[src/rtl/sink_cap_pkg.sv]
package sink_cap_pkg;

   typedef enum logic [1:0] {
      KIND_CFG_RD = 2'd0,
      KIND_CFG_WR = 2'd1,
      KIND_ID_RD  = 2'd2
   } acc_kind_t;

   typedef enum logic [2:0] {
      FLT_NONE   = 3'd0,
      FLT_ACCESS = 3'd1,
      FLT_REV    = 3'd2,
      FLT_RATE   = 3'd3,
      FLT_LANES  = 3'd4,
      FLT_CKSUM  = 3'd5
   } fault_t;

   typedef enum logic [2:0] {
      PH_CAP, PH_EXT, PH_BLK0, PH_BLK1, PH_TREQ, PH_TCS, PH_TRSP
   } phase_t;

   typedef enum logic [2:0] {
      ST_IDLE, ST_REQ, ST_WAIT, ST_EVAL, ST_DONE, ST_FAULT
   } state_t;

endpackage

[src/rtl/sink_cap_rx.sv]
module sink_cap_rx
   import sink_cap_pkg::*;
#(
   parameter int LEN_W     = 8,
   parameter int HDR_BYTES = 3
) (
   input  logic                           clk,
   input  logic                           rst_n,
   input  logic                           clr,
   input  logic                           active,
   input  logic                           cap_en,
   input  logic [LEN_W-1:0]               exp_len,
   input  logic                           rsp_valid,
   input  logic [7:0]                     rsp_data,
   input  logic                           rsp_fail,
   output logic                           xfer_end,
   output logic                           xfer_fail,
   output logic [7:0]                     sum_next,
   output logic [HDR_BYTES-1:0][7:0]      hdr
);

   localparam logic [LEN_W-1:0] LEN_ONE = LEN_W'(1);

   logic [LEN_W-1:0] beat_cnt;
   logic [7:0]       sum_q;
   logic             beat;
   logic             good_beat;

   assign beat      = active & rsp_valid;
   assign good_beat = beat & ~rsp_fail;
   assign sum_next  = sum_q + rsp_data;
   assign xfer_fail = beat & rsp_fail;
   assign xfer_end  = beat & (rsp_fail | (beat_cnt == exp_len - LEN_ONE));

   always_ff @(posedge clk or negedge rst_n) begin
      if (!rst_n) begin
         beat_cnt <= '0;
         sum_q    <= '0;
      end else if (clr) begin
         beat_cnt <= '0;
         sum_q    <= '0;
      end else if (good_beat) begin
         beat_cnt <= beat_cnt + LEN_ONE;
         sum_q    <= sum_next;
      end
   end

   for (genvar g = 0; g < HDR_BYTES; g++) begin : g_hdr
      always_ff @(posedge clk or negedge rst_n) begin
         if (!rst_n)
            hdr[g] <= '0;
         else if (good_beat && cap_en && beat_cnt == LEN_W'(g))
            hdr[g] <= rsp_data;
      end
   end

endmodule

[src/rtl/sink_cap_decode.sv]
module sink_cap_decode
   import sink_cap_pkg::*;
#(
   parameter logic [7:0] REV_OLD = 8'h10,
   parameter logic [7:0] REV_NEW = 8'h11,
   parameter logic [7:0] RATE_LO = 8'h06,
   parameter logic [7:0] RATE_HI = 8'h0A,
   parameter int         ENH_BIT = 7
) (
   input  logic [7:0] rev_byte,
   input  logic [7:0] rate_byte,
   input  logic [7:0] lane_byte,
   output fault_t     fault,
   output logic [4:0] lanes,
   output logic       enh
);

   logic [7:0] lane_val;
   logic       rev_ok;
   logic       rate_ok;
   logic       lane_ok;

   always_comb begin
      if (rev_byte == REV_NEW) begin
         lane_val = {3'b000, lane_byte[4:0]};
         enh      = lane_byte[ENH_BIT];
      end else begin
         lane_val = lane_byte;
         enh      = 1'b0;
      end
   end

   assign rev_ok  = (rev_byte == REV_OLD) || (rev_byte == REV_NEW);
   assign rate_ok = (rate_byte == RATE_LO) || (rate_byte == RATE_HI);
   assign lane_ok = (lane_val == 8'd1) || (lane_val == 8'd2) || (lane_val == 8'd4);
   assign lanes   = lane_val[4:0];

   always_comb begin
      if (!rev_ok)       fault = FLT_REV;
      else if (!rate_ok) fault = FLT_RATE;
      else if (!lane_ok) fault = FLT_LANES;
      else               fault = FLT_NONE;
   end

endmodule

[src/rtl/sink_cap_seq.sv]
module sink_cap_seq
   import sink_cap_pkg::*;
#(
   parameter int ADDR_W    = 12,
   parameter int LEN_W     = 8,
   parameter int CAP_LEN   = 12,
   parameter int CAP_TRIES = 5,
   parameter int BLOCK_LEN = 128,
   parameter int EXT_OFS   = 126,
   parameter int ID_DEV    = 'h50,
   parameter int TREQ_ADDR = 'h218,
   parameter int TCS_ADDR  = 'h261,
   parameter int TRSP_ADDR = 'h260,
   parameter int TREQ_BIT  = 2,
   parameter int TRSP_FLAG = 'h04
) (
   input  logic              clk,
   input  logic              rst_n,
   input  logic              start,
   output logic              req_valid,
   input  logic              req_ready,
   output acc_kind_t         req_kind,
   output logic [6:0]        req_dev,
   output logic [ADDR_W-1:0] req_addr,
   output logic [LEN_W-1:0]  req_len,
   output logic [7:0]        req_wdata,
   input  logic [7:0]        rsp_data,
   input  logic              xfer_end,
   input  logic              xfer_fail,
   input  logic [7:0]        sum_next,
   output logic              rx_clr,
   output logic              rx_active,
   output logic              rx_cap_en,
   input  fault_t            dec_fault,
   input  logic [7:0]        dec_rate,
   input  logic [4:0]        dec_lanes,
   input  logic              dec_enh,
   output logic [7:0]        link_rate,
   output logic [4:0]        lane_count,
   output logic              enh_frame,
   output logic              done,
   output logic              err,
   output fault_t            err_code
);

   localparam int TRY_W = $clog2(CAP_TRIES + 1);
   localparam logic [TRY_W-1:0] TRY_MAX = TRY_W'(CAP_TRIES);
   localparam logic [TRY_W-1:0] TRY_ONE = TRY_W'(1);

   state_t          state;
   phase_t          phase;
   logic [TRY_W-1:0] tries;
   logic            ext_more;
   logic [7:0]      cks_byte;

   // request fields follow the current phase
   always_comb begin
      req_kind  = KIND_CFG_RD;
      req_dev   = 7'd0;
      req_addr  = '0;
      req_len   = LEN_W'(1);
      req_wdata = 8'd0;
      case (phase)
         PH_CAP: begin
            req_len = LEN_W'(CAP_LEN);
         end
         PH_EXT: begin
            req_kind = KIND_ID_RD;
            req_dev  = 7'(ID_DEV);
            req_addr = ADDR_W'(EXT_OFS);
         end
         PH_BLK0: begin
            req_kind = KIND_ID_RD;
            req_dev  = 7'(ID_DEV);
            req_len  = LEN_W'(BLOCK_LEN);
         end
         PH_BLK1: begin
            req_kind = KIND_ID_RD;
            req_dev  = 7'(ID_DEV);
            req_addr = ADDR_W'(BLOCK_LEN);
            req_len  = LEN_W'(BLOCK_LEN);
         end
         PH_TREQ: begin
            req_addr = ADDR_W'(TREQ_ADDR);
         end
         PH_TCS: begin
            req_kind  = KIND_CFG_WR;
            req_addr  = ADDR_W'(TCS_ADDR);
            req_wdata = cks_byte;
         end
         PH_TRSP: begin
            req_kind  = KIND_CFG_WR;
            req_addr  = ADDR_W'(TRSP_ADDR);
            req_wdata = 8'(TRSP_FLAG);
         end
         default: ;
      endcase
   end

   assign req_valid = (state == ST_REQ);
   assign rx_clr    = req_valid & req_ready;
   assign rx_active = (state == ST_WAIT);
   assign rx_cap_en = (phase == PH_CAP);
   assign done      = (state == ST_DONE);
   assign err       = (state == ST_FAULT);

   always_ff @(posedge clk or negedge rst_n) begin
      if (!rst_n) begin
         state      <= ST_IDLE;
         phase      <= PH_CAP;
         tries      <= '0;
         ext_more   <= 1'b0;
         cks_byte   <= 8'd0;
         link_rate  <= 8'd0;
         lane_count <= 5'd0;
         enh_frame  <= 1'b0;
         err_code   <= FLT_NONE;
      end else begin
         case (state)
            ST_IDLE, ST_DONE, ST_FAULT: begin
               if (start) begin
                  state      <= ST_REQ;
                  phase      <= PH_CAP;
                  tries      <= '0;
                  ext_more   <= 1'b0;
                  link_rate  <= 8'd0;
                  lane_count <= 5'd0;
                  enh_frame  <= 1'b0;
                  err_code   <= FLT_NONE;
               end
            end
            ST_REQ: begin
               if (req_ready) begin
                  state <= ST_WAIT;
                  if (phase == PH_CAP) tries <= tries + TRY_ONE;
               end
            end
            ST_WAIT: begin
               if (xfer_end) begin
                  if (xfer_fail) begin
                     if (phase == PH_CAP && tries < TRY_MAX) begin
                        state <= ST_REQ;
                     end else begin
                        state    <= ST_FAULT;
                        err_code <= FLT_ACCESS;
                     end
                  end else begin
                     case (phase)
                        PH_CAP: state <= ST_EVAL;
                        PH_EXT: begin
                           ext_more <= (rsp_data != 8'd0);
                           phase    <= PH_BLK0;
                           state    <= ST_REQ;
                        end
                        PH_BLK0, PH_BLK1: begin
                           if (sum_next != 8'd0) begin
                              state    <= ST_FAULT;
                              err_code <= FLT_CKSUM;
                           end else begin
                              cks_byte <= rsp_data;
                              phase    <= (phase == PH_BLK0 && ext_more) ? PH_BLK1 : PH_TREQ;
                              state    <= ST_REQ;
                           end
                        end
                        PH_TREQ: begin
                           if (rsp_data[TREQ_BIT]) begin
                              phase <= PH_TCS;
                              state <= ST_REQ;
                           end else begin
                              state <= ST_DONE;
                           end
                        end
                        PH_TCS: begin
                           phase <= PH_TRSP;
                           state <= ST_REQ;
                        end
                        default: state <= ST_DONE;
                     endcase
                  end
               end
            end
            ST_EVAL: begin
               if (dec_fault != FLT_NONE) begin
                  state    <= ST_FAULT;
                  err_code <= dec_fault;
               end else begin
                  link_rate  <= dec_rate;
                  lane_count <= dec_lanes;
                  enh_frame  <= dec_enh;
                  phase      <= PH_EXT;
                  state      <= ST_REQ;
               end
            end
            default: state <= ST_IDLE;
         endcase
      end
   end

endmodule

[src/rtl/sink_cap_fetch.sv]
module sink_cap_fetch
   import sink_cap_pkg::*;
#(
   parameter int ADDR_W    = 12,
   parameter int LEN_W     = 8,
   parameter int CAP_LEN   = 12,
   parameter int CAP_TRIES = 5,
   parameter int BLOCK_LEN = 128
) (
   input  logic              clk,
   input  logic              rst_n,
   input  logic              start,
   output logic              req_valid,
   input  logic              req_ready,
   output logic [1:0]        req_kind,
   output logic [6:0]        req_dev,
   output logic [ADDR_W-1:0] req_addr,
   output logic [LEN_W-1:0]  req_len,
   output logic [7:0]        req_wdata,
   input  logic              rsp_valid,
   input  logic [7:0]        rsp_data,
   input  logic              rsp_fail,
   output logic [7:0]        link_rate,
   output logic [4:0]        lane_count,
   output logic              enh_frame,
   output logic              done,
   output logic              err,
   output logic [2:0]        err_code
);

   localparam int HDR_BYTES = 3;

   if (CAP_TRIES < 1) begin : g_bad_tries
      $error("CAP_TRIES must be at least 1");
   end
   if (CAP_LEN < HDR_BYTES || CAP_LEN >= (1 << LEN_W)) begin : g_bad_cap
      $error("CAP_LEN must cover the header and fit LEN_W");
   end
   if (BLOCK_LEN < 128 || BLOCK_LEN >= (1 << LEN_W)) begin : g_bad_blk
      $error("BLOCK_LEN must be at least 128 and fit LEN_W");
   end
   if (ADDR_W < 10) begin : g_bad_addr
      $error("ADDR_W must reach the test registers");
   end

   acc_kind_t                  kind_w;
   fault_t                     dec_fault, code_w;
   logic [HDR_BYTES-1:0][7:0]  hdr;
   logic [4:0]                 dec_lanes;
   logic                       dec_enh;
   logic                       xfer_end, xfer_fail;
   logic [7:0]                 sum_next;
   logic                       rx_clr, rx_active, rx_cap_en;

   assign req_kind = kind_w;
   assign err_code = code_w;

   sink_cap_rx #(.LEN_W(LEN_W), .HDR_BYTES(HDR_BYTES)) rx_i (
      .clk(clk), .rst_n(rst_n), .clr(rx_clr), .active(rx_active),
      .cap_en(rx_cap_en), .exp_len(req_len), .rsp_valid(rsp_valid),
      .rsp_data(rsp_data), .rsp_fail(rsp_fail), .xfer_end(xfer_end),
      .xfer_fail(xfer_fail), .sum_next(sum_next), .hdr(hdr)
   );

   sink_cap_decode dec_i (
      .rev_byte(hdr[0]), .rate_byte(hdr[1]), .lane_byte(hdr[2]),
      .fault(dec_fault), .lanes(dec_lanes), .enh(dec_enh)
   );

   sink_cap_seq #(
      .ADDR_W(ADDR_W), .LEN_W(LEN_W), .CAP_LEN(CAP_LEN),
      .CAP_TRIES(CAP_TRIES), .BLOCK_LEN(BLOCK_LEN)
   ) seq_i (
      .clk(clk), .rst_n(rst_n), .start(start),
      .req_valid(req_valid), .req_ready(req_ready), .req_kind(kind_w),
      .req_dev(req_dev), .req_addr(req_addr), .req_len(req_len),
      .req_wdata(req_wdata), .rsp_data(rsp_data), .xfer_end(xfer_end),
      .xfer_fail(xfer_fail), .sum_next(sum_next), .rx_clr(rx_clr),
      .rx_active(rx_active), .rx_cap_en(rx_cap_en), .dec_fault(dec_fault),
      .dec_rate(hdr[1]), .dec_lanes(dec_lanes), .dec_enh(dec_enh),
      .link_rate(link_rate), .lane_count(lane_count), .enh_frame(enh_frame),
      .done(done), .err(err), .err_code(code_w)
   );

endmodule

[config.mk]
export PLATFORM = sky130hd
export DESIGN_NAME = sink_cap_fetch
export DESIGN_NICKNAME = d
export VERILOG_FILES = /design/src/rtl/sink_cap_pkg.sv /design/src/rtl/sink_cap_rx.sv /design/src/rtl/sink_cap_decode.sv /design/src/rtl/sink_cap_seq.sv /design/src/rtl/sink_cap_fetch.sv
export SDC_FILE = /design/constraint.sdc
export NUM_CORES = 1
export LEC_CHECK = 0
export BUFFER_PORTS_ARGS = -buffer_cell sky130_fd_sc_hd__buf_2
export CORE_MARGIN = 2
export CORE_UTILIZATION = 51
export DETAILED_ROUTE_END_ITERATION = 16
export PLACE_DENSITY = 0.85
export SLEW_MARGIN = 0
export SYNTH_ARGS = -nofsm -noshare
export SYNTH_HDL_FRONTEND = slang
export SYNTH_SLANG_ARGS = --single-unit
[constraint.sdc]
create_clock -name clk -period 2.5 [get_ports clk]
set_input_delay 0.375 -clock clk [delete_from_list [all_inputs] [get_ports clk]]
set_output_delay 0.375 -clock clk [all_outputs]
set_load 0.03 [all_outputs]
==> impl_results.md, run 1 <==
* Outcome: complete, but fails checks
* Failing checks: setup timing
* Compound-Gate Fraction of Synth Area at 13.1%
* Fraction of layout cells with a size suffix above 1 at 33.7%
* Worst setup EP type: flip-flop
* # setup viols final at 2
* Clk pin slew, worst setup/hold paths at 0.09 ns
* Mux contribution to synthesized area at 9.25%
* Crit path DAT at 2.80 ns
* DRT iter0 DRCs at 241
* Via/cell ratio at 5.65
* Final Hold Viols at 0
* Routability Congestion at 0.885
* Routed Wire Length at 10200 um
* Initial Util at 53.0%
* Area share of xor/xnor cells in the synthesized design at 2.33%
* Min Hold Slack at 0.0240 ns
* First-pass GRT wire length at 16300 um
* Dpl cell area at 4660 sq um
* Synth Area in Simple Gates at 19.8%
* Area of the multi-input gates at 2130 sq um
* Synth area leader: dfrtp_1
* RSZ-0062 raised after global routing: true
* Remaining global-route overflow at 0
* Detailed Routing Iterations Pass 1 at 4
* Leakage at 2.47 nW
* Die area at 8850 sq um
* Ys async rst share at 100%
* Cell count after placement at 587
* Total CTS buffers at 9
* Worst Skew at 0.0159 ns
* Relative slew slack at 56.0%
* Final cell count without fillers at 607
* # diodes at 0
* Main combinational cell family by area after synthesis: simple AND/OR/NAND/NOR gates
* Final WS setup at -0.0406 ns
* Period minus WS final at 2.54 ns
* Hold WC Path Type: in2async
* Final core utilization at 63.3%
* Pins Over Slew Limit at 0
* CTS sink count at 75
* R2r setup slk at -0.04 ns
* Worst setup path start: rx_i.sum_q[0]$_DFFE_PN0P_
* Cell area after layout at 4940 sq um
* FP Rows at 32
* Top-count cell post-synth: dfrtp_1
* Crit-path max FO at 3
* Post-Syn Instances at 414
* # DRC at 0
* Synth top area share at 45.3%
* P per Cell Area at 1040 nW/um^2
* Synth area leaders: dfrtp_1, mux2_2, ha_1
* Die width at 94.1 um
* Register area at 1880 sq um
* Post-DP HPWL at 7320 um
* Required time worst endpoint at 2.76 ns
* Max Clk Rate at 394 MHz
* Setup_tns at -0.0430 ns
* Post-Synthesis Cell Area at 4140 sq um
* Post-cts hold buffer count at 0
* Port bufs at 58
* Crit path capture: seq_i.err_code[0]$_DFFE_PN0P_
* Post-Synth Adder-Cell Area at 4.11%
* Synth cell count leaders: dfrtp_1, nand2_1, mux2_2
* H-tree depth at 3
* Sequential cell area fraction in the yosys report at 45.3%
* Final critical-path share of the clock period at 102%
* I/O pin count at 71
* Synthesized flop and latch total at 75
* Ys Warns at 0
* Initial antenna violation count at 0
* Die Ht at 94.1 um
* Fill cell count at 636
* Worst-skew pair later-pin latency at 0.37 ns
* Area growth syn-to-layout at 19.3%
* Clock buffer depth at 2
* Nets at 527
* Vias in the first global route at 3364
* Routed wire per std cell at 16.7 um
* Tot GR Track Use at 24.0%
* CTS tree: done
* Clock Tree Root: clkbuf_8
* Worst reg-to-reg path cell count at 10
* Critical path class: reg2reg
* Ys flop type: dfrtp_1
* Post-route ant nets at 0
* Largest net degree at the start of global routing at 50
* Startpoint types: flip-flop
* Pin slew with the least headroom to its limit at 0.659 ns
* Critical R2R Launch: rx_i.sum_q[0]$_DFFE_PN0P_
* Worst R2R End: seq_i.err_code[0]$_DFFE_PN0P_
* Core footprint at 7810 sq um
* Post-synth EDFFs at 0
* Syn Area/Cell at 10.0 sq um
* Total of max-cap violations at 0
* DR vias at 3428
* Netlist cell types at 59
* Max rail drop VDD at 0.876 mV
## worst max-delay path, cell delays in order (launching register included)
cell,delay [ns]
dfrtp_1,0.40
ha_2,0.19
fa_2,0.37
a211oi_4,0.26
buf_4,0.15
o21a_1,0.16
a211oi_2,0.05
and2_4,0.18
nand2_2,0.09
o2111a_1,0.24
mux2_2,0.34
## layer usage
| layer | part of all wire (%) | wire [um] | up-vias | GRT usage (%) |
|---|---|---|---|---|
| met1 | 43 | 4330 | 1667 | 30.6 |
| met2 | 50 | 5040 | 124 | 39.9 |
| met3 | 6.0 | 611 | 14 | 4.57 |
| met4 | 1.8 | 183 | 0 | 9.90 |
| li1 | - | - | 1623 | - |
| met5 | 0 | 0 | - | 0 |
## layout by cell type (no fill, tap or decap), drive strengths merged, types with 3 or more instances in the layout
cell type	count
nor2	31
and2	9
nor3b	7
nor4	5
xor2	9
a21oi	17
o31ai	5
o21ai	27
clkbuf	9
nand2b	6
and3	8
mux2	34
nor3	13
o21a	6
nor2b	6
a211oi	4
o21ba	3
inv	18
nand2	40
conb	12
dfrtp	75
nand3	18
ha	12
buf	93
## logic make-up (layout without fill, tap and decap cells)
family / count (synthesis) / after routing
xor+xnor: 11 / 11
flops: 75 / 75
fa+ha+maj: 13 / 13
mux: 34 / 34
compound gates: 83 / 83
buf+inv: 42 / 122
simple gates: 155 / 155
other cells: 1 / 12
## through the flow
| step | worst slack, ns | total power [mW] |
|---|---|---|
| detailed placement | -0.251 | 4.05 |
| floorplan | 0.00661 | 3.40 |
| CTS | -0.0498 | 5.07 |
| global route | -0.134 | 5.43 |
| global placement | -0.209 | 3.96 |
| finish | -0.0406 | 5.13 |
## state kept, by name (all words and copies together) (netlist names)
signal / count
rx_i.beat_cnt: 8
rx_i.hdr: 24
rx_i.sum_q: 8
seq_i.cks_byte: 8
seq_i.enh_frame: 1
seq_i.err_code: 3
seq_i.ext_more: 1
seq_i.lane_count: 5
seq_i.link_rate: 8
seq_i.phase: 3
seq_i.state: 3
seq_i.tries: 3
## power breakdown
group          leakage, nW  internal (mW)  switching (mW)
clock network       0.0947          0.386           0.533
registers             1.03           1.45           0.239
logic                 1.35          0.978            1.54
total                 2.47           2.81            2.32
## area by class of cell
type / count / share of cell area, %
clock buffer: 9 / 2.51
clock inverter: 7 / 1.32
inverter: 13 / 0.988
multi-input combinational: 308 / 43.2
sequential: 75 / 38.0
tap: 102 / 2.58
timing repair buffer: 93 / 11.4
## worst min path at each step
stage,from,end,slack (ns),cells past startpoint
after detailed placement,rst_n,seq_i.cks_byte[7]$_DFFE_PN0P_,0.44,1
after CTS,rst_n,seq_i.cks_byte[4]$_DFFE_PN0P_,0.04,1
after global placement,rst_n,seq_i.cks_byte[0]$_DFFE_PN0P_,0.42,1
after floorplan,rst_n,rx_i.beat_cnt[0]$_DFFE_PN0P_,0.08,0
after global routing,rst_n,seq_i.cks_byte[7]$_DFFE_PN0P_,0.08,1
final,rst_n,rx_i.sum_q[1]$_DFFE_PN0P_,0.02,1
## what timing repair did
| item | CTS | global route |
|---|---|---|
| pin swaps | 6 | 3 |
| setup buffers | 3 | 1 |
| resized for setup | 12 | 3 |
| setup endpoints to repair | 13 | 15 |
(Power assumes the default switching activity.)
==> run 2: changes to the inputs <==
- CORE_UTILIZATION: 51 -> 40
- PLACE_DENSITY: 0.85 -> 0.66
==> run 2 against run 1 <==
  * Clock power is essentially flat
  * Die area grew 26%
  * Critical path depth shrank 1
  * Final cell count grew 7.4%
  * Core utilization shrank 13 points
  * Non-clock buffer count grew 11
  * Maximum frequency shrank 2.4%
  * The run ends with hold timing, setup timing left
  * Clock-buffer cell count is the same
  * Sequential power shrank 3%
  * Critical path type unchanged
  * Via count grew 1.7%
  * Clock skew shrank 0.00072 ns
  * First-iteration DRC count shrank 12%
==> impl_results.md, run 2 (synthesized netlist as in run 1, its figures left out) <==
* Outcome: complete, but fails checks
* Failing checks: hold timing, setup timing
* Leading cell types in the layout, fill and taps excluded: dfrtp_1, buf_2, buf_4, nand2_1, mux2_2
* Pins Over Slew Limit at 0
* RSZ-0062 raised after global routing: true
* Crit-path max FO at 3
* Register area at 1880 sq um
* Largest net degree at the start of global routing at 76
* DRT iter0 DRCs at 211
* Post-DP HPWL at 7410 um
* Final cell count without fillers at 652
* # setup viols final at 12
* Comb power frac at 51.3%
* Leakage at 2.53 nW
* Via/cell ratio at 5.35
* Critical path class: reg2reg
* Initial Util at 40.6%
* Largest Register: rx_i.hdr
* # DRC at 0
* Routability Congestion at 0.854
* Clock share of power at 17.5%
* Hold WC Path Type: in2async
* Routed wire per std cell at 15.7 um
* Share of power burned in registers at 31.2%
* Internal at 2.92 mW
* Cell family with most CP delay: compound AO/OA/AOI/OAI gates
* Cell area after layout at 5110 sq um
* Cell count after placement at 630
* Nets at 538
* Dpl cell area at 4770 sq um
* Slowest cell on crit path: dfrtp_1
* Final critical-path share of the clock period at 104%
* Startpoint types: flip-flop
* Final core utilization at 50.1%
* Post-route ant nets at 0
* Period minus WS final at 2.60 ns
* Initial antenna violation count at 0
* I/O pin count at 71
* Fill cell count at 944
* Final WS setup at -0.104 ns
* # diodes at 0
* Pre-CTS WS at -0.350 ns
* Worst Skew at 0.0152 ns
* R2r setup slk at -0.10 ns
* Bufs and invs on worst path at 1
* Pin slew with the least headroom to its limit at 0.541 ns
* Vias in the first global route at 3353
* Tot GR Track Use at 18.6%
* Required time worst endpoint at 2.74 ns
* Crit path DAT at 2.85 ns
* Area growth syn-to-layout at 23.4%
* Total of max-cap violations at 0
* Total CTS buffers at 9
* Port bufs at 58
* Total power at 5.26 mW
* Area of the multi-input gates at 2170 sq um
* Die Ht at 106 um
* FP Rows at 37
* Core footprint at 10200 sq um
* Sequence of cells on the critical path: buf_4 -> fa_2 -> a211oi_4 -> o21ba_4 -> o221ai_2 -> nor3_4 -> nand2_2 -> o2111a_2 -> mux2_2
* H-tree depth at 3
* P per Cell Area at 1030 nW/um^2
* Die area at 11200 sq um
* CTS sink count at 75
* CTS tree: done
* Relative slew slack at 63.7%
* Detailed Routing Iterations Pass 1 at 4
* Routed Wire Length at 10200 um
* Largest stage delay, worst path at 0.42 ns
* Max rail drop VDD at 0.533 mV
* Max reg flops at 24
* Final Hold Viols at 1
* Clock Tree Root: clkbuf_8
* Post-cts hold buffer count at 0
* Fraction of layout cells with a size suffix above 1 at 36.0%
* Die width at 106 um
* Max Clk Rate at 384 MHz
* Sw frac at 44.6%
* Worst-skew pair later-pin latency at 0.36 ns
* Most common cell after layout, fill and taps aside: dfrtp_1
* Psw at 2.34 mW
* DR vias at 3485
* Clk pin slew, worst setup/hold paths at 0.10 ns
* Worst setup EP type: flip-flop
* Clock buffer depth at 2
* First-pass GRT wire length at 16600 um
* Remaining global-route overflow at 0
* Min Hold Slack at -0.00207 ns
## run 2: area by class of cell
type | instances | share of cell area [%]
Multi-Input combinational cell | 308 | 42.6
Sequential cell | 75 | 36.8
Timing Repair Buffer | 104 | 12.7
Tap cell | 136 | 3.33
Clock buffer | 9 | 2.43
Clock inverter | 7 | 1.27
Inverter | 13 | 0.956
## run 2: per-stage QoR
stage	hold WS [ns]	TNS [ns]
final	-0.00207	-0.564
after global routing	0.0228	-1.61
after CTS	0.0439	-0.732
after detailed placement	0.440	-3.52
after global placement	0.434	-2.71
after floorplan	0.0794	0
## run 2: power by group through the flow
stage / registers, mW / logic [mW] / clock network (mW)
2_1_floorplan: 1.65 / 1.76 / 0
3_3_place_gp: 1.64 / 2.43 / 0
3_5_place_dp: 1.66 / 2.47 / 0
4_1_cts: 1.64 / 2.59 / 0.935
5_1_grt: 1.67 / 2.93 / 0.991
6_report: 1.64 / 2.70 / 0.919
## run 2: per-layer routing
metal  GRT usage [%]  share of wire, %  routed length (um)
met5               0                 0                   0
met4            6.39               1.1                 117
met3            3.28               4.5                 462
met2            29.9                49                4970
met1            25.5                46                4690
## run 2: path summary, 6_finish.rpt
path                                            startpoint                              end  cells past startpoint
max                              rx_i.sum_q[1]$_DFFE_PN0P_    seq_i.err_code[0]$_DFFE_PN0P_                      9
min                                                  rst_n        rx_i.sum_q[3]$_DFFE_PN0P_                      2
max reg2reg                      rx_i.sum_q[1]$_DFFE_PN0P_    seq_i.err_code[0]$_DFFE_PN0P_                      9
min reg2reg                seq_i.lane_count[0]$_DFFE_PN0P_  seq_i.lane_count[0]$_DFFE_PN0P_                      2
max in group asynchronous                            rst_n          rx_i.hdr[5]$_DFFE_PN0P_                      2
min in group clk                                     start       seq_i.tries[0]$_DFFE_PN0P_                      4
## run 2: what timing repair did
action / in CTS / in global routing
pin swaps: 7 / 8
setup buffers: 3 / 3
resized for setup: 15 / 8
endpoints found under the setup margin: 15 / 16
